--- src/rtl/sdac_pkg.sv ---
package sdac_pkg;
  localparam int DATA_W = 12;
  localparam int WORD_W = DATA_W + 4;
  localparam int REF_W  = 2;

  typedef enum logic [1:0] {
    DST_B_AND_STAGE = 2'b00,
    DST_STAGE_ONLY  = 2'b01,
    DST_A_AND_MOVE  = 2'b10,
    DST_CONFIG      = 2'b11
  } dst_e;

  // destination bits are split: bit 15 is the high bit, bit 12 the low bit
  function automatic dst_e dst_of(input logic [WORD_W-1:0] w);
    return dst_e'({w[WORD_W-1], w[WORD_W-4]});
  endfunction

  function automatic logic [DATA_W-1:0] data_of(input logic [WORD_W-1:0] w);
    return w[DATA_W-1:0];
  endfunction

  function automatic logic fast_of(input logic [WORD_W-1:0] w);
    return w[WORD_W-2];
  endfunction

  function automatic logic pdown_of(input logic [WORD_W-1:0] w);
    return w[WORD_W-3];
  endfunction

  function automatic logic [REF_W-1:0] ref_of(input logic [WORD_W-1:0] w);
    return w[REF_W-1:0];
  endfunction
endpackage

--- src/rtl/sdac_sync.sv ---
module sdac_sync #(
  parameter int WIDTH  = 3,
  parameter int STAGES = 2,
  parameter logic [WIDTH-1:0] RST_VAL = '0
) (
  input  logic             clk,
  input  logic             rst_n,
  input  logic [WIDTH-1:0] async_i,
  output logic [WIDTH-1:0] sync_o
);
  logic [WIDTH-1:0] chain [STAGES];

  generate
    for (genvar s = 0; s < STAGES; s++) begin : g_stage
      always_ff @(posedge clk or negedge rst_n) begin
        if (!rst_n) chain[s] <= RST_VAL;
        else if (s == 0) chain[s] <= async_i;
        else chain[s] <= chain[(s == 0) ? 0 : s-1];
      end
    end
  endgenerate

  assign sync_o = chain[STAGES-1];
endmodule

--- src/rtl/sdac_shifter.sv ---
module sdac_shifter
  import sdac_pkg::*;
#(
  localparam int CNT_W = $clog2(WORD_W + 1)
) (
  input  logic              clk,
  input  logic              rst_n,
  input  logic              csn_s,
  input  logic              sclk_s,
  input  logic              sdi_s,
  output logic [WORD_W-1:0] word_o,
  output logic              commit_o,
  output logic [CNT_W-1:0]  cnt_o
);
  localparam logic [CNT_W-1:0] FULL = CNT_W'(WORD_W);
  localparam logic [CNT_W-1:0] LAST = CNT_W'(WORD_W - 1);

  logic              csn_q, sclk_q, active;
  logic [WORD_W-1:0] sh;
  logic [CNT_W-1:0]  cnt;
  logic              cs_fall, cs_rise, sck_fall;

  assign cs_fall  = csn_q & ~csn_s;
  assign cs_rise  = ~csn_q & csn_s;
  assign sck_fall = sclk_q & ~sclk_s & ~csn_s & active;

  always_ff @(posedge clk or negedge rst_n) begin
    if (!rst_n) begin
      csn_q    <= 1'b1;
      sclk_q   <= 1'b0;
      active   <= 1'b0;
      sh       <= '0;
      cnt      <= '0;
      commit_o <= 1'b0;
    end else begin
      csn_q    <= csn_s;
      sclk_q   <= sclk_s;
      commit_o <= 1'b0;
      if (cs_fall) begin
        active <= 1'b1;
        cnt    <= '0;
        sh     <= '0;
      end else if (cs_rise) begin
        active <= 1'b0;
        if (cnt != '0 && cnt != FULL) commit_o <= 1'b1;
      end else if (sck_fall && cnt != FULL) begin
        sh  <= {sh[WORD_W-2:0], sdi_s};
        cnt <= cnt + 1'b1;
        if (cnt == LAST) commit_o <= 1'b1;
      end
    end
  end

  assign word_o = sh;
  assign cnt_o  = cnt;
endmodule

--- src/rtl/sdac_regs.sv ---
module sdac_regs
  import sdac_pkg::*;
(
  input  logic              clk,
  input  logic              rst_n,
  input  logic              commit_i,
  input  logic [WORD_W-1:0] word_i,
  output logic [DATA_W-1:0] dac_a_o,
  output logic [DATA_W-1:0] dac_b_o,
  output logic [DATA_W-1:0] stage_o,
  output logic              fast_o,
  output logic              pdown_o,
  output logic [REF_W-1:0]  ref_o
);
  dst_e              dst;
  logic [DATA_W-1:0] dat;

  assign dst = dst_of(word_i);
  assign dat = data_of(word_i);

  always_ff @(posedge clk or negedge rst_n) begin
    if (!rst_n) begin
      dac_a_o <= '0;
      dac_b_o <= '0;
      stage_o <= '0;
      fast_o  <= 1'b0;
      pdown_o <= 1'b0;
      ref_o   <= '0;
    end else if (commit_i) begin
      fast_o  <= fast_of(word_i);
      pdown_o <= pdown_of(word_i);
      unique case (dst)
        DST_B_AND_STAGE: begin
          dac_b_o <= dat;
          stage_o <= dat;
        end
        DST_STAGE_ONLY: stage_o <= dat;
        DST_A_AND_MOVE: begin
          dac_a_o <= dat;
          dac_b_o <= stage_o;
        end
        default: ref_o <= ref_of(word_i);
      endcase
    end
  end
endmodule

--- src/rtl/sdac_front.sv ---
module sdac_front
  import sdac_pkg::*;
#(
  parameter int SYNC_STAGES = 2
) (
  input  logic              clk,
  input  logic              rst_n,
  input  logic              csn_i,
  input  logic              sclk_i,
  input  logic              sdi_i,
  output logic [DATA_W-1:0] dac_a_o,
  output logic [DATA_W-1:0] dac_b_o,
  output logic              fast_o,
  output logic              pdown_o,
  output logic [REF_W-1:0]  ref_sel_o
);
  localparam int CNT_W = $clog2(WORD_W + 1);

  logic [2:0]        pins_s;
  logic [WORD_W-1:0] word_w;
  logic              commit_w;
  logic [CNT_W-1:0]  cnt_w;
  logic [DATA_W-1:0] stage_w;

  sdac_sync #(.WIDTH(3), .STAGES(SYNC_STAGES), .RST_VAL(3'b100)) u_sync (
    .clk(clk), .rst_n(rst_n),
    .async_i({csn_i, sclk_i, sdi_i}),
    .sync_o(pins_s)
  );

  sdac_shifter u_shift (
    .clk(clk), .rst_n(rst_n),
    .csn_s(pins_s[2]), .sclk_s(pins_s[1]), .sdi_s(pins_s[0]),
    .word_o(word_w), .commit_o(commit_w), .cnt_o(cnt_w)
  );

  sdac_regs u_regs (
    .clk(clk), .rst_n(rst_n),
    .commit_i(commit_w), .word_i(word_w),
    .dac_a_o(dac_a_o), .dac_b_o(dac_b_o), .stage_o(stage_w),
    .fast_o(fast_o), .pdown_o(pdown_o), .ref_o(ref_sel_o)
  );
endmodule

--- config.mk ---
export PLATFORM = sky130hd
export DESIGN_NAME = sdac_front
export DESIGN_NICKNAME = d
export VERILOG_FILES = /design/src/rtl/sdac_pkg.sv /design/src/rtl/sdac_sync.sv /design/src/rtl/sdac_shifter.sv /design/src/rtl/sdac_regs.sv /design/src/rtl/sdac_front.sv
export SDC_FILE = /design/constraint.sdc
export NUM_CORES = 1
export LEC_CHECK = 0
export ABC_AREA = 1
export BUFFER_PORTS_ARGS = -buffer_cell sky130_fd_sc_hd__buf_2
export CAP_MARGIN = 10
export CORE_MARGIN = 5
export CORE_UTILIZATION = 30
export CTS_BUF_LIST = sky130_fd_sc_hd__clkbuf_2
export DETAILED_ROUTE_END_ITERATION = 8
export MAX_ROUTING_LAYER = met4
export PLACE_DENSITY = 0.46
export SLEW_MARGIN = 20
export SYNTH_ARGS = -nofsm -noshare
export SYNTH_HDL_FRONTEND = slang
export SYNTH_SLANG_ARGS = --single-unit
--- constraint.sdc ---
create_clock -name clk -period 2 [get_ports clk]
set_clock_uncertainty 0.15 [all_clocks]
set_input_delay 0.2 -clock clk [delete_from_list [all_inputs] [get_ports clk]]
set_output_delay 0.2 -clock clk [all_outputs]
set_load 0.005 [all_outputs]
==> results of run 1 <==
final timing paths:
| kind | slack [ns] | end | cells after the start | start |
|---|---|---|---|---|
| worst max-delay path | 0.28 | u_shift.word_o[0] | 7 | u_sync.sync_o[2] |
| worst min-delay path | 0.03 | u_regs.dac_a_o[10] | 3 | rst_n |
| worst max register to register | 0.28 | u_shift.word_o[0] | 7 | u_sync.sync_o[2] |
| worst min register to register | 0.22 | u_sync.sync_o[2] | 0 | u_sync.chain[5] |
| max in group asynchronous | 1.31 | u_shift.word_o[12] | 3 | rst_n |
| min in group clk | 0.16 | u_sync.chain[3] | 2 | sdi_i |
cells by family after synthesis:
family | count (synthesis) | synth area share
adders and majority gates | 5 | 0.0208
DFF | 71 | 0.591
buffers and inverters | 47 | 0.0693
and+or+nand+nor | 140 | 0.196
AOI/OAI and AO/OA | 74 | 0.123
critical path: stages (launching register included):
cell     delay (ns)
dfstp_2        0.59
inv_1          0.05
ha_1           0.18
inv_1          0.12
nand2_2        0.08
nand2_2        0.32
nand2_1        0.10
nand2_1        0.08
per-layer routing:
layer  track usage  share of wire  up-vias
li1              -              -     1162
met1         0.176           0.49     1048
met2         0.181           0.44       42
met3        0.0256          0.043       10
met4        0.0554          0.018        0
met5             -              0        -
cell type report:
cell class                 instances  area [µm²]  area share
inverter                          28         105      0.0299
timing repair buffer              44         273      0.0776
multi-input combinational        219        1020       0.292
tap                              133         166      0.0473
clock buffer                       9        45.0      0.0128
sequential                        71        1780       0.507
clock inverter                     7         120      0.0342
where the power goes:
| part | switching (mW) | internal, mW | total [mW] |
|---|---|---|---|
| registers | 0.0964 | 1.57 | 1.67 |
| clock network | 0.547 | 0.543 | 1.09 |
| logic | 0.254 | 0.152 | 0.406 |
| total | 0.898 | 2.26 | 3.16 |
synth_stat cells (2+ instances only):
| master | n | area share |
|---|---|---|
| clkbuf_1 | 5 | 0.0062 |
| nand3_1 | 25 | 0.042 |
| dfrtp_1 | 68 | 0.56 |
| buf_6 | 2 | 0.0075 |
| dfstp_2 | 3 | 0.026 |
| a21oi_1 | 12 | 0.020 |
| nor2_1 | 26 | 0.032 |
| ha_1 | 5 | 0.021 |
| nand2_2 | 2 | 0.0042 |
| nand2_1 | 80 | 0.10 |
| buf_2 | 10 | 0.017 |
| inv_1 | 27 | 0.034 |
| o21ai_0 | 59 | 0.098 |
| o21ai_1 | 3 | 0.0050 |
stage by stage:
step,util,instances,hold WS (ns),area (µm²)
floorplan,-,337,-0.246,3010
global placement,0.339,491,0.113,3310
detailed placement,0.339,491,0.112,3310
CTS,0.360,511,0.0193,3510
global route,0.360,511,0.0338,3510
finish,0.360,511,0.0332,3510
registers in the layout, summed over array words and instances, names as in the netlist:
signal            cells
u_shift.active        1
u_regs.fast_o         1
u_regs.pdown_o        1
u_shift.word_o       16
u_regs.dac_b_o       12
u_shift.cnt_o         5
u_regs.stage_o       12
u_shift.sclk_q        1
u_shift.commit_o      1
u_regs.ref_o          2
u_sync.sync_o         3
u_shift.csn_q         1
u_regs.dac_a_o       12
u_sync.chain          3
==> impl_metrics.json, run 1 <==
{
  "async_flop_share": 1.00,
  "dp_hpwl_um": 4470,
  "ir_drop_uv": 259,
  "syn2layout_area_growth_pct": 16.6,
  "grt_max_degree": 72,
  "fin_nets": 383,
  "antenna_found_initial": 0,
  "start_util": 0.308,
  "drt_iter0_markers": 128,
  "period_share": 0.860,
  "yosysWarningCount": 0,
  "drv_slew": 0,
  "arrival_ns": 2.01,
  "routed-via-count": 2262,
  "fin_setup_tns_ns": 0,
  "cts_inserted_buffers": 9,
  "postSynthCellCount": 337,
  "routedWlPerCell_um": 13.4,
  "cts.hold.buffers_added": 4,
  "max_clock_freq_mhz": 582,
  "cts_tree": "built",
  "grt_usage": 0.127,
  "die_w_um": 110,
  "final_common_cell": "nand2_1",
  "drive_above_1_share": 0.175,
  "cp-start-kind": "register",
  "synthesis.nets": 347,
  "yosys_register_bits": 71,
  "grt_pass1_vias": 2255,
  "portBuffers": 32,
  "clockBufferDepth": 2,
  "slew_headroom": 0.637,
  "synth_edf_count": 0,
  "cap_violations": 0,
  "timing_hold_violations_final": 0,
  "die_y_um": 110,
  "drt.antenna.violating_nets": 0,
  "cts.clk_slew.worst_paths_ns": 0.23,
  "nFillCells": 1056,
  "finalPower_mw": 3.16,
  "setup_ws_ns": 0.281,
  "ys.flop_type": "dfrtp_1",
  "cp_max_fo": 21,
  "syn_area_mm2": 0.00301,
  "required_ns": 2.29,
  "outcome": "finished, final reports clean",
  "dieArea_mm2": 0.0122,
  "ys_seq_area_frac": 0.591,
  "p_per_area_mw_per_mm2": 899,
  "gr-total-overflow": 0,
  "dp_slack_ns": 0.301,
  "rsz0062_at_grt": "no",
  "grt_pass1_wl_um": 11400,
  "num_rows": 36,
  "viasPerCell": 4.43,
  "final_cell_mix": "nand2_1 (80), dfrtp_1 (68), o21ai_0 (59), buf_2 (32), inv_1 (27)",
  "clkSinkCount": 71,
  "core_area_mm2": 0.00977,
  "netlist-cell-type-count": 24,
  "cts_setup_buffers": 0,
  "leakagePower_nw": 1.77,
  "htreeDepth": 3,
  "fin_crit_ns": 1.72,
  "worst_slew_pin_slew_ns": 0.545,
  "n_antenna_cell": 0,
  "drc_errors": 0,
  "hold_path.class": "in2async",
  "gp_congestion": 0.771,
  "setup_viol": 0,
  "routed_wl_um": 6830,
  "end_kind": "register",
  "clkLatencyLatePin_ns": 0.51,
  "criticalPathCategory": "reg2reg",
  "avgSynthCellArea_um2": 8.94,
  "first_pass_iters": 4,
  "cts_root_buf": "clkbuf_2",
  "cts-resized-gates": 0,
  "io_pins": 33
}
(Power assumes the default switching activity.)
==> run 2, diff against run 1 <==
- PLACE_DENSITY: 0.46 -> default
- PLACE_DENSITY_LB_ADDON: default -> 0.05
- RECOVER_POWER: default -> 50
==> impl_metrics.json, run 2 (synthesis results as in run 1) <==
{
  "r2r-end": "u_shift.word_o[2]",
  "routed-via-count": 2273,
  "cts_setup_buffers": 0,
  "cts_root_buf": "clkbuf_2",
  "grt_pass1_vias": 2271,
  "cts_inserted_buffers": 9,
  "arrival_ns": 2.04,
  "criticalPathCategory": "reg2reg",
  "cts_tree": "built",
  "grt_usage": 0.137,
  "drive_above_1_share": 0.158,
  "num_rows": 36,
  "finalPower_mw": 2.75,
  "drv_slew": 0,
  "setup_viol": 0,
  "startpoint": "u_sync.sync_o[2]",
  "dieArea_mm2": 0.0122,
  "slew_headroom": 0.477,
  "drt_iter0_markers": 111,
  "drc_errors": 0,
  "max_clock_freq_mhz": 568,
  "fin_setup_tns_ns": 0,
  "dp_slack_ns": 0.292,
  "n_antenna_cell": 0,
  "cts.clk_slew.worst_paths_ns": 0.20,
  "required_ns": 2.28,
  "outcome": "finished, final reports clean",
  "final_common_cell": "nand2_1",
  "final_core_util": 0.350,
  "cp-start-kind": "register",
  "portBuffers": 32,
  "gr-total-overflow": 0,
  "viasPerCell": 4.43,
  "first_pass_iters": 4,
  "r2r_cells": 7,
  "final_cell_mix": "nand2_1 (80), dfrtp_1 (68), o21ai_0 (59), buf_2 (29), inv_1 (27)",
  "worst_slew_pin_slew_ns": 0.784,
  "die_w_um": 110,
  "start_util": 0.308,
  "io_pins": 33,
  "cp_max_fo": 21,
  "fin_crit_ns": 1.76,
  "p_per_area_mw_per_mm2": 802,
  "core_area_mm2": 0.00977,
  "setup_ws_ns": 0.239,
  "die_y_um": 110,
  "clkLatencyLatePin_ns": 0.51,
  "routedWlPerCell_um": 14.1,
  "syn2layout_area_growth_pct": 13.6,
  "nFillCells": 1053,
  "reg2reg_slack_ns": 0.24,
  "clkSinkCount": 71,
  "leakagePower_nw": 1.72,
  "rsz0062_at_grt": "no",
  "largest_register_ffs": 16,
  "grt_pass1_wl_um": 12300,
  "end_kind": "register",
  "htreeDepth": 3,
  "gp_congestion": 0.723,
  "timing_hold_violations_final": 0,
  "dp_hpwl_um": 4760,
  "whs_ns": 0.143,
  "clockBufferDepth": 2,
  "regToRegStartpoint": "u_sync.sync_o[2]",
  "antenna_found_initial": 0,
  "ir_drop_uv": 272,
  "routed_wl_um": 7250,
  "grt_max_degree": 57,
  "fin_nets": 385,
  "drt.antenna.violating_nets": 0,
  "hold_path.class": "in2async",
  "cap_violations": 0,
  "period_share": 0.881
}
-- run 2: changes by cell type in the layout (fill, tap and decap cells not counted), sizes merged --
cell,delta
clkbuf,+8
inv,-1
clkinv,+2
buf,-5
dlygate4sd3,+1
bufinv,-3
-- run 2: per-stage QoR --
step	cells	area, µm²
5_1_grt	513	3420
6_report	513	3420
2_1_floorplan	337	3010
4_1_cts	513	3450
3_5_place_dp	492	3320
3_3_place_gp	492	3320
-- run 2: worst max-delay path by stage --
stage                               to  slack (ns)  cells after the start
global route        u_shift.word_o[11]        0.07                      8
CTS                  u_shift.word_o[2]        0.23                      7
floorplan           u_shift.word_o[12]        0.53                      7
global placement      u_shift.cnt_o[4]        0.32                      7
detailed placement   u_shift.word_o[2]        0.29                      7
finish               u_shift.word_o[2]        0.24                      7
-- run 2: where the power goes --
part	internal, mW	switching, mW	total, mW
Sequential	1.57	0.0978	1.67
Clock	0.164	0.510	0.674
Combinational	0.148	0.259	0.408
Total	1.88	0.867	2.75
-- run 2: area by class of cell --
| class | instances | area (µm²) | share of cell area |
|---|---|---|---|
| clock buffer | 11 | 55.1 | 0.0161 |
| clock inverter | 5 | 26.3 | 0.00767 |
| inverter | 28 | 105 | 0.0307 |
| multi-input combinational | 219 | 1020 | 0.299 |
| sequential | 71 | 1780 | 0.520 |
| tap | 133 | 166 | 0.0486 |
| timing repair buffer | 46 | 267 | 0.0778 |
-- run 2: routing by layer --
layer,vias up,track usage,routed length [µm]
met5,-,-,0
met4,0,0.0405,93
met3,9,0.0373,277
met2,37,0.195,3160
met1,1068,0.191,3720
li1,1159,-,-
-- run 2: worst max-delay path: stages (launching register included) --
cell     delay [ns]
dfstp_1        0.58
inv_1          0.06
ha_1           0.19
inv_1          0.12
nand2_2        0.08
nand2_2        0.34
nand2_1        0.10
nand2_1        0.08
-- run 2: repair_timing --
action | 4_1_cts | 5_1_grt
hold endpoints to repair | 74 | 0
hold buffers | 5 | 0
gates resized for setup | 0 | 0
==> run 3, diff against run 2 <==
- CELL_PAD_IN_SITES_DETAIL_PLACEMENT: default -> 2
- CELL_PAD_IN_SITES_GLOBAL_PLACEMENT: default -> 2
==> impl_metrics.json, run 3 (synthesis results as in run 1) <==
{
  "outcome": "finished, final reports clean",
  "setup_ws_ns": 0.214,
  "finalNonFillerCells": 515,
  "grt_pass1_wl_um": 14200,
  "regToRegStartpoint": "u_shift.cnt_o[0]",
  "drive_above_1_share": 0.134,
  "reg2reg_slack_ns": 0.21,
  "syn2layout_area_growth_pct": 16.6,
  "num_rows": 36,
  "clkLatencyLatePin_ns": 0.53,
  "cts.clk_slew.worst_paths_ns": 0.19,
  "die_w_um": 110,
  "drt_iter0_markers": 89,
  "dieArea_mm2": 0.0122,
  "fin_setup_tns_ns": 0,
  "final_area_mm2": 0.00351,
  "crit_slowest_cell": "dfrtp_1",
  "p_per_area_mw_per_mm2": 907,
  "n_antenna_cell": 0,
  "cpPeakStageDelay_ns": 0.48,
  "slew_headroom": 0.393,
  "final_cell_mix": "nand2_1 (80), dfrtp_1 (68), o21ai_0 (60), inv_1 (28), nor2_1 (26)",
  "placed_cell_area_mm2": 0.00333,
  "crit_family": "simple AND/OR/NAND/NOR gates",
  "arrival_ns": 2.09,
  "cts_setup_buffers": 0,
  "critPathBufInv": 2,
  "first_pass_iters": 4,
  "max_clock_freq_mhz": 560,
  "routed_wl_um": 8480,
  "fin_crit_ns": 1.79,
  "grt_pass1_vias": 2616,
  "p_sw_mw": 0.925,
  "internal-power_mw": 2.26,
  "netSwitchingFraction": 0.290,
  "io_pins": 33,
  "clock_power_share": 0.340,
  "final_core_util": 0.360,
  "dp_cells": 493,
  "dp_hpwl_um": 5720,
  "cap_violations": 0,
  "end_kind": "register",
  "final_common_cell": "nand2_1",
  "htreeDepth": 3,
  "nFillCells": 1111,
  "cp-start-kind": "register",
  "fin_nets": 387,
  "ir_drop_uv": 484,
  "largest_register_ffs": 16,
  "criticalPathCategory": "reg2reg",
  "drv_slew": 0,
  "startpoint": "u_shift.cnt_o[0]",
  "required_ns": 2.30,
  "cts_root_buf": "clkbuf_2",
  "cp_max_fo": 15,
  "cp_cell_sequence": "inv_1 > ha_1 > nand3_2 > nand2_1 > nand2_2 > buf_4 > nand3_1 > nand2_1",
  "seq_power_share": 0.524,
  "portBuffers": 32,
  "period_share": 0.893,
  "drc_errors": 0,
  "worst_slew_pin_slew_ns": 0.908,
  "dp_slack_ns": 0.101,
  "die_y_um": 110,
  "antenna_found_initial": 0,
  "grt_max_degree": 37,
  "core_area_mm2": 0.00977,
  "cts_tree": "built",
  "start_util": 0.308,
  "routedWlPerCell_um": 16.5,
  "drt.antenna.violating_nets": 0,
  "viasPerCell": 4.64,
  "clockBufferDepth": 2,
  "grt_usage": 0.161,
  "clkSinkCount": 71,
  "gp_congestion": 0.725,
  "hold_path.class": "in2async",
  "pwr-share-comb": 0.136,
  "rsz0062_at_grt": "no",
  "routed-via-count": 2389,
  "setup_viol": 0,
  "leakagePower_nw": 1.72,
  "cts_inserted_buffers": 9,
  "timing_hold_violations_final": 0,
  "gr-total-overflow": 0,
  "crit_path_frequent_cell": "nand2_1"
}
==> run 3: cell count changes in the layout (fill, tap and decap cells not counted), sizes merged <==
cell	previous run	this run
dlygate4sd3	5	6
clkbuf	17	25
buf	35	27
bufinv	0	3
clkinv	4	2
==> run 3: per-layer routing <==
layer | up-vias | routed length [µm] | global-route usage | part of all wire
met4 | 0 | 94 | 0.0396 | 0.011
li1 | 1162 | - | - | -
met1 | 1193 | 4140 | 0.213 | 0.49
met5 | - | 0 | - | 0
met2 | 27 | 4010 | 0.252 | 0.47
met3 | 7 | 240 | 0.0384 | 0.028
==> run 3: final timing paths <==
path | to | cells past startpoint
min in group clk | u_sync.chain[4] | 2
worst max-delay path | u_shift.word_o[1] | 8
max in group asynchronous | u_shift.word_o[14] | 3
worst min register to register | u_sync.sync_o[0] | 0
worst max register to register | u_shift.word_o[1] | 8
worst min-delay path | u_shift.csn_q | 2
==> run 3: timing repair <==
action | CTS | global route
hold buffers | 6 | 0
setup endpoints to repair | 0 | 17
resized for setup | 0 | 1
endpoints found under the hold margin | 74 | 0
==> run 3: area by class of cell <==
class,instances,area [µm²],area share
Clock buffer,10,50.0,0.0142
Clock inverter,6,110,0.0313
Inverter,28,105,0.0299
Multi-Input combinational cell,219,1030,0.293
Timing Repair Buffer,48,273,0.0776
Sequential cell,71,1780,0.507
Tap cell,133,166,0.0473
==> run 3: through the flow <==
step | hold slack [ns] | power [mW]
finish | 0.0727 | 3.19
global route | -0.00312 | 3.38
CTS | 0.0231 | 3.26
detailed placement | 0.0561 | 2.14
global placement | 0.0606 | 2.13
floorplan | -0.246 | 1.93
==> run 3: power by group through the flow <==
stage / Clock (mW) / Sequential (mW) / Combinational (mW)
after global placement: 0 / 1.70 / 0.430
after CTS: 1.13 / 1.67 / 0.458
after detailed placement: 0 / 1.70 / 0.443
final: 1.08 / 1.67 / 0.434
after floorplan: 0 / 1.68 / 0.258
after global routing: 1.19 / 1.69 / 0.507
